File: src/rtl/acq_pkg.sv
package acq_pkg;
  typedef enum logic [2:0] {
    ST_IDLE  = 3'd0,
    ST_PRE   = 3'd1,
    ST_ARMED = 3'd2,
    ST_POST  = 3'd3,
    ST_DONE  = 3'd4
  } acq_state_e;
endpackage

File: src/rtl/acq_rate_div.sv
module acq_rate_div #(
  parameter int DIV_W = 8
) (
  input  logic             clk,
  input  logic             rst_n,
  input  logic             run_i,
  input  logic [DIV_W-1:0] div_i,
  output logic             tick_o
);
  localparam logic [DIV_W-1:0] ONE = {{(DIV_W-1){1'b0}}, 1'b1};

  logic [DIV_W-1:0] cnt;
  logic [DIV_W-1:0] div_eff;
  logic             last;

  assign div_eff = (div_i == '0) ? ONE : div_i;
  assign last    = (cnt == div_eff - ONE);
  assign tick_o  = run_i && last;

  always_ff @(posedge clk) begin
    if (!rst_n || !run_i) cnt <= '0;
    else if (last)        cnt <= '0;
    else                  cnt <= cnt + ONE;
  end
endmodule

File: src/rtl/acq_trig_sync.sv
module acq_trig_sync #(
  parameter int SYNC_STAGES = 2
) (
  input  logic clk,
  input  logic rst_n,
  input  logic trig_i,
  output logic rise_o
);
  logic [SYNC_STAGES:0] sh;

  genvar g;
  generate
    for (g = 0; g <= SYNC_STAGES; g++) begin : g_stage
      if (g == 0) begin : g_first
        always_ff @(posedge clk) begin
          if (!rst_n) sh[0] <= 1'b0;
          else        sh[0] <= trig_i;
        end
      end else begin : g_next
        always_ff @(posedge clk) begin
          if (!rst_n) sh[g] <= 1'b0;
          else        sh[g] <= sh[g-1];
        end
      end
    end
  endgenerate

  assign rise_o = sh[SYNC_STAGES-1] && !sh[SYNC_STAGES];
endmodule

File: src/rtl/acq_ctrl.sv
module acq_ctrl
  import acq_pkg::*;
#(
  parameter int DIV_W = 8,
  parameter int CNT_W = 16
) (
  input  logic             clk,
  input  logic             rst_n,
  input  logic             start_i,
  input  logic             ack_i,
  input  logic [DIV_W-1:0] div_i,
  input  logic [CNT_W-1:0] pre_i,
  input  logic [CNT_W-1:0] post_i,
  input  logic             tick_i,
  input  logic             trig_rise_i,
  output acq_state_e       state_o,
  output logic [DIV_W-1:0] div_q_o,
  output logic             run_o
);
  localparam logic [CNT_W-1:0] CONE = {{(CNT_W-1){1'b0}}, 1'b1};

  acq_state_e       state, state_n;
  logic [CNT_W-1:0] pre_rem, post_rem;
  logic             load;

  assign load = start_i && (state == ST_IDLE || state == ST_DONE);

  always_comb begin
    state_n = state;
    unique case (state)
      ST_IDLE, ST_DONE: begin
        if (load)                            state_n = (pre_i == '0) ? ST_ARMED : ST_PRE;
        else if (state == ST_DONE && ack_i)  state_n = ST_IDLE;
      end
      ST_PRE:   if (tick_i && pre_rem == CONE) state_n = ST_ARMED;
      ST_ARMED: if (trig_rise_i)               state_n = (post_rem == '0) ? ST_DONE : ST_POST;
      ST_POST:  if (tick_i && post_rem == CONE) state_n = ST_DONE;
      default:                                 state_n = ST_IDLE;
    endcase
  end

  always_ff @(posedge clk) begin
    if (!rst_n) begin
      state    <= ST_IDLE;
      pre_rem  <= '0;
      post_rem <= '0;
      div_q_o  <= '0;
    end else begin
      state <= state_n;
      if (load) begin
        pre_rem  <= pre_i;
        post_rem <= post_i;
        div_q_o  <= div_i;
      end else begin
        if (state == ST_PRE && tick_i)  pre_rem  <= pre_rem - CONE;
        if (state == ST_POST && tick_i) post_rem <= post_rem - CONE;
      end
    end
  end

  assign state_o = state;
  assign run_o   = (state == ST_PRE) || (state == ST_ARMED) || (state == ST_POST);
endmodule

File: src/rtl/acq_sequencer.sv
module acq_sequencer
  import acq_pkg::*;
#(
  parameter int DIV_W       = 8,
  parameter int CNT_W       = 16,
  parameter int SYNC_STAGES = 2
) (
  input  logic             clk,
  input  logic             rst_n,
  input  logic             start_i,
  input  logic             ack_i,
  input  logic [DIV_W-1:0] div_i,
  input  logic [CNT_W-1:0] pre_cnt_i,
  input  logic [CNT_W-1:0] post_cnt_i,
  input  logic             trig_i,
  output logic             arm_o,
  output logic             sample_en_o,
  output logic             done_o,
  output logic             busy_o,
  output logic [2:0]       state_o
);
  acq_state_e       state;
  logic [DIV_W-1:0] div_q;
  logic             run;
  logic             tick;
  logic             trig_edge;

  acq_trig_sync #(.SYNC_STAGES(SYNC_STAGES)) u_sync (
    .clk(clk), .rst_n(rst_n), .trig_i(trig_i), .rise_o(trig_edge)
  );

  acq_rate_div #(.DIV_W(DIV_W)) u_div (
    .clk(clk), .rst_n(rst_n), .run_i(run), .div_i(div_q), .tick_o(tick)
  );

  acq_ctrl #(.DIV_W(DIV_W), .CNT_W(CNT_W)) u_ctrl (
    .clk(clk), .rst_n(rst_n), .start_i(start_i), .ack_i(ack_i),
    .div_i(div_i), .pre_i(pre_cnt_i), .post_i(post_cnt_i),
    .tick_i(tick), .trig_rise_i(trig_edge),
    .state_o(state), .div_q_o(div_q), .run_o(run)
  );

  assign arm_o       = (state == ST_ARMED);
  assign done_o      = (state == ST_DONE);
  assign busy_o      = run;
  assign sample_en_o = tick;
  assign state_o     = state;
endmodule

File: config.mk
export PLATFORM = sky130hd
export DESIGN_NAME = acq_sequencer
export DESIGN_NICKNAME = d
export VERILOG_FILES = /design/src/rtl/acq_pkg.sv /design/src/rtl/acq_rate_div.sv /design/src/rtl/acq_trig_sync.sv /design/src/rtl/acq_ctrl.sv /design/src/rtl/acq_sequencer.sv
export SDC_FILE = /design/constraint.sdc
export NUM_CORES = 1
export LEC_CHECK = 0
export BUFFER_PORTS_ARGS = -buffer_cell sky130_fd_sc_hd__buf_2
export CORE_MARGIN = 1.5
export CORE_UTILIZATION = 58
export CTS_BUF_LIST = sky130_fd_sc_hd__clkbuf_8
export CTS_CLUSTER_SIZE = 40
export DETAILED_ROUTE_END_ITERATION = 10
export PLACE_DENSITY = 0.78
export SYNTH_ARGS = -nofsm -noshare
export SYNTH_HDL_FRONTEND = slang
export SYNTH_HIERARCHICAL = 1
export SYNTH_SLANG_ARGS = --single-unit
File: constraint.sdc
create_clock -name clk -period 5 [get_ports clk]
set_input_delay 0.5 -clock clk [delete_from_list [all_inputs] [get_ports clk]]
set_output_delay 0.5 -clock clk [all_outputs]
set_load 0.01 [all_outputs]
==> reports/metrics.csv <==
metric;value;unit
min_from;trig_i;
syn_avg_cell_area;8.36;µm²
drt_wl_total;7140;µm
rr_startpoint;u_ctrl/div_q_o[2]$_SDFFE_PN0P_;
fin_crit;4.28;ns
min_path_type;input port to flip-flop;
worst_pin_slew;0.979;ns
synthDistinctLibCells;63;
slew_headroom;34.7;%
grt_pass1_vias;2640;
cts_made_buffers;5;
worstReg2RegEnd;u_ctrl/pre_rem[15]$_SDFFE_PN0P_;
ctsResizeCount;0;
io_buffers;51;
clkPwrFrac;18.9;%
final_util;67.2;%
hold_violations;0;
synthArstFlopShare;0;%
fin_nets;463;
drcViolationCount;0;
vias;2887;
startpoint;u_ctrl/div_q_o[2]$_SDFFE_PN0P_;
finalWorstSetupSlack;0.723;ns
synth_warnings;6;
worstPathArrival;4.49;ns
cts_tree;yes;
fin_tns_setup;0;ns
dr.pass1.iters;7;
combinationalPowerShare;39.9;%
dpl-instance-area;0.00334;mm²
clock_skew;0.00538;ns
whs;0.414;ns
chipWidth;76.1;µm
ir_worst_vdd;0.000266;V
synth_seq_cells;54;
dp.cells;474;
grt_max_degree;51;
p_seq_share;41.2;%
antenna_found_initial;0;
ys_seq_area_share;34.8;%
cp_max_fo;11;
cts_setup_buffers;0;
critPathTopFamily;simple AND/OR/NAND/NOR gates;
syn_inst;371;
path_cells;nor4_4, a31oi_2, ha_1, xnor2_1, a221oi_1, o311ai_1, nor3_1, and4_1, nand4bb_1, nor3_2, nor3b_1, mux2_2, a21oi_1;
wire_per_inst;14.9;µm
overflow;0;
worst-r2r-setup-slack;0.72;ns
cts-htree-levels;2;
critPathCaptureType;flip-flop;
syn_area;0.00310;mm²
postCtsHoldBufs;0;
grtUsageTotal;25.4;%
fin_area;0.00345;mm²
syn-num-nets;423;
antenna_cells;0;
dp_hpwl;5050;µm
slowest_stage;nor4_4;
core;0.00514;mm²
fmax;0.234;GHz
outcome;completed;
clock_tree.buffer_depth;2;
setup.worst_path.start_class;flip-flop;
netSwitchingFraction;39.7;%
start_util;60.4;%
power;1.55;mW
path_clk_slew;0.09;ns
num-fill-cells;472;
crit_buf_inv;0;
worstPathRequired;5.21;ns
p_switching;615;µW
worstSetupPathType;flip-flop to flip-flop;
clock-sinks;54;
cts.root.buffer_cell;clkbuf_8;
setup_viol;0;
synthFlopType;dfxtp_1;
place_congestion;0.903;
fin_cells;481;
drv_slew;0;
area_growth;11.3;%
ff2ff_path_depth;13;
fin_crit_sh;85.5;%
p_per_area;449;mW/mm²
hold-path-cell-count;2;
synth_edf_count;0;
min_to;u_sync/sh[0]$_SDFF_PN0_;
io_pins;52;
cap_viol_max_count;0;
die_area;0.00580;mm²
grt_pass1_wl;12300;µm
die_y;76.1;µm
cpPeakStageDelay;0.44;ns
rsz0062_at_grt;false;
drt_iter0_markers;167;
p_leak;1.27;nW
viasPerCell;6.00;
internal-power;936;µW
rows;26;
pre_cts_ws;0.790;ns
clkLatencyLatePin;0.30;ns
drive_above_1_share;17.8;%
ant_nets;0;
==> worst register-to-register path: stages, from the launching register on <==
cell,delay (ns)
dfxtp_1,0.43
nor4_4,0.44
a31oi_2,0.21
ha_1,0.35
xnor2_1,0.13
a221oi_1,0.21
o311ai_1,0.21
nor3_1,0.27
and4_1,0.38
nand4bb_1,0.40
nor3_2,0.43
nor3b_1,0.25
mux2_2,0.35
a21oi_1,0.14
==> how the worst max path moves through the flow <==
stage | to | cells after the start
after floorplan | u_ctrl/post_rem[8]$_SDFFE_PN0P_ | 15
after global placement | u_ctrl/pre_rem[15]$_SDFFE_PN0P_ | 13
after detailed placement | u_ctrl/pre_rem[15]$_SDFFE_PN0P_ | 13
after CTS | u_ctrl/pre_rem[15]$_SDFFE_PN0P_ | 13
after global routing | u_ctrl/pre_rem[15]$_SDFFE_PN0P_ | 13
final | u_ctrl/pre_rem[15]$_SDFFE_PN0P_ | 13
==> cell usage in the layout (no fill, tap or decap), drive strengths merged, types with 12 or more instances in the layout <==
master	n
xor2	12
dfxtp	54
buf	52
o21ai	20
nand2	35
xnor2	15
a211oi	14
nor4	15
nor3	16
nor2	31
a21oi	38
==> flip-flops by register name, indices dropped and copies added (netlist names) <==
signal,flops
u_ctrl/state_o,3
u_sync/sh,3
u_ctrl/post_rem,16
u_ctrl/pre_rem,16
u_div/cnt,8
u_ctrl/div_q_o,8
==> cell type report <==
type                       count  area (µm²)  share of cell area (%)
clock buffer                   6        82.6                    2.39
clock inverter                 1        30.0                   0.870
inverter                      11        41.3                    1.20
multi-input combinational    287        1870                    54.1
sequential                    54        1080                    31.3
tap                           70        87.6                    2.54
timing repair buffer          52         263                    7.61
==> cells in the mapped netlist, types with 4 or more instances <==
cell type	instances	share of area, %
inv_1	10	1.2
nor3b_1	4	0.97
nor4_1	13	2.6
buf_6	4	1.5
o21ai_0	20	3.2
xor2_1	12	3.4
a21oi_1	38	6.1
a221oi_1	4	1.1
dfxtp_1	54	35
and2_1	4	0.81
o211ai_1	4	0.97
nand2b_1	4	0.81
clkbuf_1	11	1.3
nor2_1	31	3.7
nand3_1	8	1.3
or4_1	5	1.2
nand2_1	35	4.2
nand3b_1	4	0.97
xnor2_1	14	4.0
nor3_1	15	2.4
ha_1	7	2.8
a211oi_1	14	3.4
==> metal layers <==
layer  up-vias  share of wire (%)  global-route usage [%]
met4         0                1.6                    8.70
met2        86                 46                    40.9
met3        13                5.1                    4.19
li1       1456                  -                       -
met1      1332                 47                    34.5
met5         -                  0                       0
==> cell families after synthesis <==
kind of cell	synth area share, %
muxes	0.685
xor gates and xnor gates	7.86
adders and majority gates	2.82
DFF	34.8
and+or+nand+nor	28.1
AOI/OAI and AO/OA	20.8
buffers and inverters	4.96
==> power by group through the flow <==
stage / Sequential (mW) / Combinational (mW) / Clock (mW)
after floorplan: 0.606 / 0.524 / 0
after global placement: 0.640 / 0.593 / 0
after detailed placement: 0.646 / 0.609 / 0
after CTS: 0.636 / 0.615 / 0.300
after global routing: 0.654 / 0.692 / 0.316
final: 0.639 / 0.619 / 0.292
Note: power is estimated with default switching activity, not from simulation.
